File: src/rtl/irq_vec_pkg.sv
package irq_vec_pkg;
  localparam int unsigned VEC_W = 8;
  localparam logic [VEC_W-1:0] VEC_SHARED = 8'h30;
  localparam logic [VEC_W-1:0] VEC_BASE   = 8'h31;

  localparam logic [4:0] OFF_MASK   = 5'h00;
  localparam logic [4:0] OFF_RAW    = 5'h04;
  localparam logic [4:0] OFF_MASKED = 5'h08;

  typedef enum logic [1:0] {
    SEL_MASK   = 2'd0,
    SEL_RAW    = 2'd1,
    SEL_MASKED = 2'd2,
    SEL_NONE   = 2'd3
  } reg_sel_e;
endpackage

File: src/rtl/irq_vec_regs.sv
module irq_vec_regs
  import irq_vec_pkg::*;
#(
  parameter int unsigned N_SRC  = 31,
  parameter int unsigned DATA_W = 32,
  parameter int unsigned ADDR_W = 5
) (
  input  logic              clk,
  input  logic              rst_n,
  input  logic [N_SRC-1:0]  src_i,
  input  logic              acc_valid,
  input  logic              acc_write,
  input  logic [ADDR_W-1:0] acc_addr,
  input  logic [3:0]        acc_be,
  input  logic [DATA_W-1:0] acc_wdata,
  output logic [DATA_W-1:0] acc_rdata,
  output logic              acc_err,
  output logic [DATA_W-1:0] mask_o,
  output logic [DATA_W-1:0] raw_o,
  output logic [DATA_W-1:0] masked_o,
  output logic [DATA_W-1:0] masked_next_o
);
  localparam int unsigned PAD_W = DATA_W - N_SRC;

  logic [DATA_W-1:0] mask_q, mask_d;
  logic [DATA_W-1:0] raw_q, raw_d;
  logic [DATA_W-1:0] masked_q, masked_d;
  logic [DATA_W-1:0] rdata_q, rdata_d;
  logic              err_q, err_d;
  logic              full_w, mask_we;
  reg_sel_e          sel;

  // address decode
  always_comb begin
    sel = SEL_NONE;
    if (acc_addr == ADDR_W'(OFF_MASK))        sel = SEL_MASK;
    else if (acc_addr == ADDR_W'(OFF_RAW))    sel = SEL_RAW;
    else if (acc_addr == ADDR_W'(OFF_MASKED)) sel = SEL_MASKED;
  end

  assign full_w  = (acc_be == 4'b1111);
  assign mask_we = acc_valid && acc_write && full_w && (sel == SEL_MASK);

  // next state
  always_comb begin
    raw_d    = {{PAD_W{1'b0}}, src_i};
    mask_d   = mask_we ? acc_wdata : mask_q;
    masked_d = raw_d & mask_d;
    rdata_d  = '0;
    err_d    = 1'b0;
    if (acc_valid) begin
      if (!full_w) begin
        err_d = 1'b1;
      end else if (acc_write) begin
        err_d = (sel != SEL_MASK);
      end else begin
        unique case (sel)
          SEL_MASK:   rdata_d = mask_q;
          SEL_RAW:    rdata_d = raw_q;
          SEL_MASKED: rdata_d = masked_q;
          default:    err_d   = 1'b1;
        endcase
      end
    end
  end

  // registers
  always_ff @(posedge clk or negedge rst_n) begin
    if (!rst_n) begin
      mask_q   <= '0;
      raw_q    <= '0;
      masked_q <= '0;
      rdata_q  <= '0;
      err_q    <= 1'b0;
    end else begin
      if (mask_we) mask_q <= mask_d;
      raw_q    <= raw_d;
      masked_q <= masked_d;
      rdata_q  <= rdata_d;
      err_q    <= err_d;
    end
  end

  assign acc_rdata     = rdata_q;
  assign acc_err       = err_q;
  assign mask_o        = mask_q;
  assign raw_o         = raw_q;
  assign masked_o      = masked_q;
  assign masked_next_o = masked_d;
endmodule

File: src/rtl/irq_vec_enc.sv
module irq_vec_enc
  import irq_vec_pkg::*;
#(
  parameter int unsigned N_SRC = 31
) (
  input  logic [N_SRC-1:0] pend_i,
  output logic             req_o,
  output logic [VEC_W-1:0] vec_o
);
  localparam int unsigned IDX_W = (N_SRC > 1) ? $clog2(N_SRC) : 1;

  logic [IDX_W-1:0] contrib [N_SRC];
  logic [IDX_W-1:0] idx;
  logic             multi;

  // each set bit contributes its own index; correct only for one-hot input
  for (genvar g = 0; g < N_SRC; g++) begin : g_contrib
    assign contrib[g] = pend_i[g] ? IDX_W'(g) : '0;
  end

  always_comb begin
    idx = '0;
    for (int k = 0; k < N_SRC; k++) idx = idx | contrib[k];
  end

  assign multi = |(pend_i & (pend_i - N_SRC'(1)));
  assign req_o = |pend_i;

  always_comb begin
    if (!req_o)     vec_o = '0;
    else if (multi) vec_o = VEC_SHARED;
    else            vec_o = VEC_BASE + VEC_W'(idx);
  end
endmodule

File: src/rtl/irq_vec_ctrl.sv
module irq_vec_ctrl
  import irq_vec_pkg::*;
#(
  parameter int unsigned N_SRC  = 31,
  parameter int unsigned DATA_W = 32,
  parameter int unsigned ADDR_W = 5
) (
  input  logic              clk,
  input  logic              rst_n,
  input  logic [N_SRC-1:0]  src_i,
  input  logic              acc_valid,
  input  logic              acc_write,
  input  logic [ADDR_W-1:0] acc_addr,
  input  logic [3:0]        acc_be,
  input  logic [DATA_W-1:0] acc_wdata,
  output logic [DATA_W-1:0] acc_rdata,
  output logic              acc_err,
  output logic              irq_req,
  output logic [VEC_W-1:0]  irq_vec
);
  logic [1:0]        rst_sync;
  logic              rst_int_n;
  logic [DATA_W-1:0] mask_w, raw_w, masked_w, masked_next_w;
  logic              req_d, req_q;
  logic [VEC_W-1:0]  vec_d, vec_q;

  // asynchronous assert, synchronous release
  always_ff @(posedge clk or negedge rst_n) begin
    if (!rst_n) rst_sync <= 2'b00;
    else        rst_sync <= {rst_sync[0], 1'b1};
  end
  assign rst_int_n = rst_sync[1];

  irq_vec_regs #(.N_SRC(N_SRC), .DATA_W(DATA_W), .ADDR_W(ADDR_W)) u_regs (
    .clk           (clk),
    .rst_n         (rst_int_n),
    .src_i         (src_i),
    .acc_valid     (acc_valid),
    .acc_write     (acc_write),
    .acc_addr      (acc_addr),
    .acc_be        (acc_be),
    .acc_wdata     (acc_wdata),
    .acc_rdata     (acc_rdata),
    .acc_err       (acc_err),
    .mask_o        (mask_w),
    .raw_o         (raw_w),
    .masked_o      (masked_w),
    .masked_next_o (masked_next_w)
  );

  irq_vec_enc #(.N_SRC(N_SRC)) u_enc (
    .pend_i (masked_next_w[N_SRC-1:0]),
    .req_o  (req_d),
    .vec_o  (vec_d)
  );

  always_ff @(posedge clk or negedge rst_int_n) begin
    if (!rst_int_n) begin
      req_q <= 1'b0;
      vec_q <= '0;
    end else begin
      req_q <= req_d;
      vec_q <= vec_d;
    end
  end

  assign irq_req = req_q;
  assign irq_vec = vec_q;
endmodule

File: config.mk
export PLATFORM = sky130hd
export DESIGN_NAME = irq_vec_ctrl
export DESIGN_NICKNAME = d
export VERILOG_FILES = /design/src/rtl/irq_vec_pkg.sv /design/src/rtl/irq_vec_regs.sv /design/src/rtl/irq_vec_enc.sv /design/src/rtl/irq_vec_ctrl.sv
export SDC_FILE = /design/constraint.sdc
export NUM_CORES = 1
export LEC_CHECK = 0
export BUFFER_PORTS_ARGS = -buffer_cell sky130_fd_sc_hd__buf_2
export CAP_MARGIN = 25
export CORE_AREA = 2 2 116 118
export CTS_BUF_LIST = sky130_fd_sc_hd__clkbuf_4 sky130_fd_sc_hd__clkbuf_8
export DETAILED_ROUTE_END_ITERATION = 7
export DIE_AREA = 0 0 118 120
export HOLD_SLACK_MARGIN = 0.08
export PLACE_DENSITY = 0.72
export SKIP_LAST_GASP = 1
export SLEW_MARGIN = 10
export SYNTH_ARGS = -nofsm -noshare
export SYNTH_HDL_FRONTEND = slang
export SYNTH_SLANG_ARGS = --single-unit
File: constraint.sdc
create_clock -name clk -period 13.4 [get_ports clk]
set_clock_uncertainty 0.2 [all_clocks]
set_input_delay 2.68 -clock clk [delete_from_list [all_inputs] [get_ports clk]]
set_output_delay 2.68 -clock clk [all_outputs]
set_load 0.05 [all_outputs]
==> qor.log, run 1 <==
[run_status] result of the run complete, no violations
[route] Routed met3 length 944 µm
[cells_and_area] area growth from synthesis to layout 18.99%
[synthesis] sequential-to-total area share from yosys stat 54.55%
[placed_design] minimum setup slack after placement 6.236 ns
[route] routed len/inst 17.92 µm
[timing] max-slew violation count 0
[critical_path] worst r2r dst irq_vec[2]$_DFF_PN0_
[critical_path] Setup Crit Path Kind in2reg
[timing] time the final worst path needs with I/O delays and setup 6.707 ns
[critical_path] CP Data Required Time 13.56 ns
[route] remaining design rule violation count 0
[cells_and_area] most frequent standard cell in the layout excluding fill and tap cells sky130_fd_sc_hd__dfrtp_1
[synthesis] net count after synthesis 689
[floorplanning] DIE AREA 14160 µm²
[synthesis] number of distinct library cell variants in the gate-level netlist after synthesis 57
[synthesis] Synth Flop Type sky130_fd_sc_hd__dfrtp_1
[cells_and_area] post-route insts no fill 914
[critical_path] setup slack, reg-to-reg 9.25 ns
[grt] first-pass GRT wire length 26600 µm
[critical_path] Worst setup SP type input port
[pwr] static leakage 3.966 nW
[hold_path] Hold WC Path Type reg2reg
[clocking] Root Buffer Master sky130_fd_sc_hd__clkbuf_8
[synthesis] Synth Area in Adders 0.5176%
[run] max-cap check violation count 0
[grt] maximum number of pins on one net before global-route repair 79
[timing] worst slew margin relative to its limit 49.75%
[clocking] largest buffer count on any clock path 2
[synthesis] area share of and/or/nand/nor cells after synthesis 18.48%
[cells_and_area] count of inserted antenna diode cells 0
[cells_and_area] most frequent cells in the layout sky130_fd_sc_hd__dfrtp_1, sky130_fd_sc_hd__buf_2, sky130_fd_sc_hd__nand2_1
[critical_path] origin of the critical flop-to-flop path u_regs.mask_o[2]$_DFFE_PN0N_
[timing] setup violation total in the final timing report 0
[synthesis] number of flops mapped to enable cells by yosys 0
[floorplanning] Die H 120 µm
[clocking] post-cts resize count 0
[grt] total congestion overflow 0
[pwr] Worst IR Drop VDD 77.74 µV
[synthesis] fraction of synthesis flops using an asynchronous set or reset pin 100.0%
[critical_path] Worst R2R Path Depth 9
[critical_path] CP endpoint irq_vec[2]$_DFF_PN0_
[critical_path] signal arrival time at the worst endpoint 6.87 ns
[critical_path] critical path startpoint acc_addr[2]
[synthesis] portion of netlist area occupied by mux cells 12.78%
[route] total vias in the final route 5104
[clocking] CTS Sinks 137
[synthesis] Synth Register Bits 137
[grt] number of antenna violations at the first check in global routing 0
[placed_design] Placed Cells 881
[critical_path] logic depth of the worst setup path including buffers 11
[placed_design] Detail Placement HPWL 11790 µm
[floorplanning] core footprint 12980 µm²
[timing] final worst-path cycle share 50.05%
[route] Initial DRT Pass Iterations 7
[synthesis] dominant combinational cell family by area after synthesis simple AND/OR/NAND/NOR gates
[critical_path] critical-path maximum fanout 48
[floorplanning] initial core utilization 48.42%
[route] wire length on met1 6992 µm
[critical_path] number of buffers and inverters on the critical path 2
[timing] worst-margin pin slew 0.7504 ns
[timing] unrepaired setup endpoints after global routing no
[route] WL final 16380 µm
[clocking] CTS Buf Count 17
[critical_path] cell chain of the critical path buf_2, buf_4, or2_1, or4_4, mux2i_4, nand4_1, nor4_2, a21boi_0, or4_4, or2_0, nor3_1
[clocking] Reg clk slew, reported paths 0.07 ns
[clocking] clock tree from TritonCTS built
[route] top sig layer met4
[synthesis] synthesis warning total 0
[critical_path] crit-path most repeated cell sky130_fd_sc_hd__or4_4
[placed_design] GP Congestion 0.9027
[cells_and_area] layout cell share with drive strength beyond 1 25.20%
[timing] Total Neg Setup Slack 0 ns
[route] count of routing violations after the opening detailed-route iteration 479
[critical_path] kind of capture point of the worst setup path register
[cells_and_area] final net count 802
[clocking] number of setup buffers added after CTS 0
[timing] Fin. Hold Viols 0
[synthesis] cells after synthesis 612
[critical_path] family with the most delay on the worst path simple AND/OR/NAND/NOR gates
[synthesis] average footprint of a synthesized cell 10.27 µm²
[pwr] pwr dens 118.3 nW/µm²
[clocking] latest clock arrival within the worst-skew pair 0.46 ns
[synthesis] Cell Area, Synth 6285 µm²
[floorplanning] IO Pins 118
[route] Met2 Routed Length 8049 µm
[timing] Highest Clock Rate 149.1 MHz
[route] Vias/cell 5.584
[critical_path] delay of the slowest cell on the worst path 0.84 ns
[synthesis] share of the synthesized netlist area taken by xor and xnor gates 0.1394%
[clocking] Post-CTS Hold Fix Bufs 0
[critical_path] worst-path cell with the longest stage delay sky130_fd_sc_hd__or4_4
[clocking] H-Tree Depth 4
[synthesis] Compound-Gate Fraction of Synth Area 10.09%
[grt] vias in the first global route 5130
[placed_design] Buffers on Ports 116
[floorplanning] total number of placement rows 42
[route] Routed Antenna Nets 0
[floorplanning] Die Width 118 µm
[grt] total routing resource utilization after global routing 24.49%
[timing] smallest setup slack after layout 6.693 ns
-- metrics by stage --
stage | hold slack [ns] | total power [mW] | area [µm²] | utilization (%)
2_1_floorplan | 0.1312 | 0.4922 | 6285 | -
3_3_place_gp | 0.1404 | 0.5254 | 6998 | 53.91
3_5_place_dp | 0.1479 | 0.5281 | 7025 | 54.13
4_1_cts | 0.1643 | 0.8901 | 7458 | 57.46
5_1_grt | 0.1709 | 0.9181 | 7478 | 57.62
6_report | 0.1567 | 0.8850 | 7478 | 57.62
-- state kept, by name, summed over array words and instances (netlist names) --
register          flops
u_regs.acc_rdata     32
u_regs.mask_o        32
u_regs.masked_o      31
u_regs.raw_o         31
irq_vec               7
rst_sync              2
irq_req               1
u_regs.acc_err        1
-- area by class of cell --
type | instances | area [µm²]
Sequential cell | 137 | 3432
Clock inverter | 7 | 113.9
Inverter | 21 | 78.83
Multi-Input combinational cell | 426 | 2656
Tap cell | 176 | 220.2
Clock buffer | 25 | 319.1
Timing Repair Buffer | 122 | 658.1
Fill cell | 1101 | 5502
-- synthesized netlist by cell type (all sizes together) (4+ instances only) --
library cell,number,area (µm²)
a21oi,40,200.2
a22oi,9,67.56
o21ai,10,50.05
nand2,99,371.6
and3,5,31.28
nor4,5,52.55
buf,11,66.31
mux2i,56,585.6
or3,4,30.03
nor2,74,277.8
inv,21,78.83
or4,8,71.32
dfrtp,137,3428
nor3b,4,35.03
mux2,19,217.7
nand4,5,31.28
a221oi,4,35.03
nor2b,6,37.54
o31ai,6,45.04
and2,11,68.82
clkbuf,17,63.81
nor3,5,25.02
nand3,15,75.07
a222oi,8,80.08
-- how the worst min path moves through the flow --
stage | startpoint | endpoint | slack, ns | depth (start not counted)
floorplan | rst_sync[0]$_DFF_PN0_ | rst_sync[1]$_DFF_PN0_ | 0.13 | 0
global placement | rst_sync[0]$_DFF_PN0_ | rst_sync[1]$_DFF_PN0_ | 0.14 | 0
detailed placement | rst_sync[0]$_DFF_PN0_ | rst_sync[1]$_DFF_PN0_ | 0.15 | 0
CTS | rst_sync[0]$_DFF_PN0_ | rst_sync[1]$_DFF_PN0_ | 0.16 | 0
global route | rst_sync[0]$_DFF_PN0_ | rst_sync[1]$_DFF_PN0_ | 0.17 | 0
finish | rst_sync[0]$_DFF_PN0_ | rst_sync[1]$_DFF_PN0_ | 0.16 | 0
-- cell families (layout without fill, tap and decap cells) --
kind of cell | Yosys count | after routing
other | 2 | 2
flip-flops | 137 | 137
XOR/XNOR | 1 | 1
buffers and inverters | 49 | 175
AO/OA/AOI/OAI | 96 | 96
AND/OR/NAND/NOR | 249 | 249
multiplexers | 75 | 75
adder cells (fa/ha/maj) | 3 | 3
-- routing by layer --
layer  up-vias  track usage [%]
met5         -                0
met4         0            9.262
met3        33            5.608
li1       2359                -
met2       209            40.66
met1      2503            31.43
-- power by group --
part           internal [mW]  switching [mW]
clock                  0.212           0.152
sequential             0.424         0.00723
combinational         0.0303          0.0595
(Power assumes the default switching activity.)
==> run 2, diff against run 1 <==
PLACE_DENSITY = 0.74   (was 0.72)
clock period = 6 ns   (was 13.4 ns; I/O delays follow)
==> run 2 against run 1 <==
Against the previous run:
- critical path depth is 1 lower
- cell count is 0.22% higher
- highest routed layer unchanged
- wire length is 1.6% lower
- clock power is 120% higher
- setup slack worse by 5.5 ns
- first-iteration DRC count is 21% lower
==> qor.log, run 2 (synthesized netlist as in run 1, its figures left out) <==
[floorplanning] Die Width 118 µm [unchanged]
[critical_path] Worst setup SP type input port
[cells_and_area] most frequent cells in the layout sky130_fd_sc_hd__dfrtp_1, sky130_fd_sc_hd__buf_2, sky130_fd_sc_hd__nand2_1
[timing] max-slew violation count 0 [unchanged]
[clocking] Reg clk slew, reported paths 0.08 ns [about the same]
[clocking] number of setup buffers added after CTS 0 [unchanged]
[cells_and_area] final net count 804 [+0.25%]
[clocking] CTS Buf Count 17 [unchanged]
[floorplanning] core footprint 12980 µm² [unchanged]
[timing] setup violation total in the final timing report 0 [unchanged]
[critical_path] critical-path maximum fanout 36 [-25%]
[route] Vias/cell 5.519 [-1.2%]
[timing] unrepaired setup endpoints after global routing no
[route] remaining design rule violation count 0 [unchanged]
[floorplanning] initial core utilization 48.42% [unchanged]
[clocking] CTS Sinks 137 [unchanged]
[critical_path] CP Data Required Time 6.16 ns [-7.40 ns]
[cells_and_area] area growth from synthesis to layout 19.13%
[timing] Highest Clock Rate 209.4 MHz
[clocking] largest buffer count on any clock path 2 [unchanged]
[run_status] result of the run complete, no violations
[critical_path] kind of capture point of the worst setup path register
[grt] number of antenna violations at the first check in global routing 0 [unchanged]
[floorplanning] Die H 120 µm [unchanged]
[clocking] Post-CTS Hold Fix Bufs 0 [unchanged]
[grt] first-pass GRT wire length 26110 µm [-1.8%]
[cells_and_area] layout cell share with drive strength beyond 1 25.41% [+0.20 points]
[timing] time the final worst path needs with I/O delays and setup 4.775 ns
[critical_path] number of buffers and inverters on the critical path 1 [-1]
[floorplanning] DIE AREA 14160 µm² [unchanged]
[critical_path] Setup Crit Path Kind in2reg
[placed_design] Buffers on Ports 116 [unchanged]
[pwr] Worst IR Drop VDD 146.2 µV [+88%]
[grt] maximum number of pins on one net before global-route repair 76 [-3.8%]
[route] Routed Antenna Nets 0 [unchanged]
[cells_and_area] most frequent standard cell in the layout excluding fill and tap cells sky130_fd_sc_hd__dfrtp_1
[hold_path] Hold WC Path Type reg2reg
[clocking] clock tree from TritonCTS built
[critical_path] crit-path most repeated cell sky130_fd_sc_hd__or4_4
[timing] worst slew margin relative to its limit 40.20% [-9.5 points]
[clocking] post-cts resize count 0 [unchanged]
[critical_path] delay of the slowest cell on the worst path 0.82 ns [-0.02 ns]
[grt] total congestion overflow 0 [unchanged]
[route] total vias in the final route 5055 [-0.96%]
[floorplanning] total number of placement rows 42 [unchanged]
[run] max-cap check violation count 0 [unchanged]
[route] routed len/inst 17.60 µm [-1.8%]
[clocking] H-Tree Depth 4 [unchanged]
[grt] total routing resource utilization after global routing 24.22% [-0.27 points]
[timing] Total Neg Setup Slack 0 ns [unchanged]
[placed_design] GP Congestion 0.8723 [-3.4%]
[critical_path] cell chain of the critical path buf_2, or3_4, or4_4, mux2_4, or4_4, nor4_4, o211ai_1, or4_1, or2_0, a31o_1
[critical_path] worst-path cell with the longest stage delay sky130_fd_sc_hd__or4_4
[route] WL final 16120 µm [-1.6%]
[clocking] latest clock arrival within the worst-skew pair 0.47 ns [about the same]
[clocking] Root Buffer Master sky130_fd_sc_hd__clkbuf_8
[critical_path] signal arrival time at the worst endpoint 4.93 ns [-1.94 ns]
[timing] worst-margin pin slew 0.8970 ns [+0.1466 ns]
[placed_design] Detail Placement HPWL 11520 µm [-2.3%]
[placed_design] instance area after placement 7061 µm² [+0.50%]
[floorplanning] IO Pins 118 [unchanged]
[grt] vias in the first global route 5148 [+0.35%]
[pwr] pwr dens 263.2 nW/µm² [+120%]
[route] Initial DRT Pass Iterations 5 [-2]
[critical_path] family with the most delay on the worst path simple AND/OR/NAND/NOR gates
[timing] final worst-path cycle share 79.58%
[cells_and_area] post-layout instance area 7487 µm² [+0.12%]
[cells_and_area] count of inserted antenna diode cells 0 [unchanged]
[timing] Fin. Hold Viols 0 [unchanged]
[route] count of routing violations after the opening detailed-route iteration 377 [-21%]
[pwr] static leakage 3.966 nW [about the same]
[run 2: cell types whose count changed in the layout (fill, tap and decap cells not counted)]
cell	change
sky130_fd_sc_hd__clkinv_2	+1
sky130_fd_sc_hd__clkinvlp_4	+1
sky130_fd_sc_hd__clkbuf_8	-1
sky130_fd_sc_hd__buf_4	+2
sky130_fd_sc_hd__clkinv_4	+1
sky130_fd_sc_hd__clkbuf_4	-3
sky130_fd_sc_hd__inv_6	+1
[run 2: routing by layer]
metal,wire length [µm],up-vias,track usage [%]
met3,762,27,5.798
met4,280,0,9.488
met1,7028,2500,30.74
li1,-,2362,-
met2,8048,166,40.26
met5,0,-,0
[run 2: path summary, 6_finish.rpt]
path                                                   start  cells past startpoint  slack (ns)                        endpoint
worst max-delay path                             acc_addr[4]                     10        1.23            irq_vec[5]$_DFF_PN0_
worst min-delay path                   rst_sync[0]$_DFF_PN0_                      0        0.16           rst_sync[1]$_DFF_PN0_
worst max register to register  u_regs.mask_o[2]$_DFFE_PN0N_                     10        2.17            irq_vec[5]$_DFF_PN0_
worst min register to register         rst_sync[0]$_DFF_PN0_                      0        0.16           rst_sync[1]$_DFF_PN0_
max in group asynchronous              rst_sync[1]$_DFF_PN0_                      1        4.00  u_regs.acc_rdata[10]$_DFF_PN0_
min in group asynchronous              rst_sync[1]$_DFF_PN0_                      0        0.22    u_regs.mask_o[8]$_DFFE_PN0N_
[run 2: area by class of cell]
cell class                 instances  area, µm²
fill                            1149       5493
sequential                       137       3432
multi-input combinational        426       2656
timing repair buffer             124      673.1
clock buffer                      21      282.8
tap                              176      220.2
clock inverter                    11      143.9
inverter                          21      78.83
[run 2: where the power goes]
part	total (mW)	switching, mW	internal, mW
Clock	0.807	0.359	0.448
Sequential	0.964	0.0170	0.947
Combinational	0.199	0.132	0.0678
Total	1.97	0.508	1.46
[run 2: worst register-to-register path, cell delays in order (launching register included)]
cell and delay, ns:
sky130_fd_sc_hd__dfrtp_1 0.42, sky130_fd_sc_hd__a222oi_1 0.57, sky130_fd_sc_hd__nand3_1 0.29, sky130_fd_sc_hd__mux2i_4 0.28, sky130_fd_sc_hd__nand4_1 0.12, sky130_fd_sc_hd__buf_4 0.19, sky130_fd_sc_hd__nor4_2 0.36, sky130_fd_sc_hd__a21oi_1 0.12
sky130_fd_sc_hd__or4_4 0.57, sky130_fd_sc_hd__or2_0 0.35, sky130_fd_sc_hd__a31o_1 0.24
[run 2: through the flow]
step	util [%]	total power, mW	hold slack, ns	cells	worst slack, ns
4_1_cts	57.68	1.990	0.1619	916	1.285
3_3_place_gp	54.18	1.176	0.1377	883	0.8368
3_5_place_dp	54.40	1.181	0.1412	884	0.7861
2_1_floorplan	-	1.099	0.1312	612	1.388
5_1_grt	57.68	2.047	0.1629	916	1.140
6_report	57.68	1.970	0.1592	916	1.225
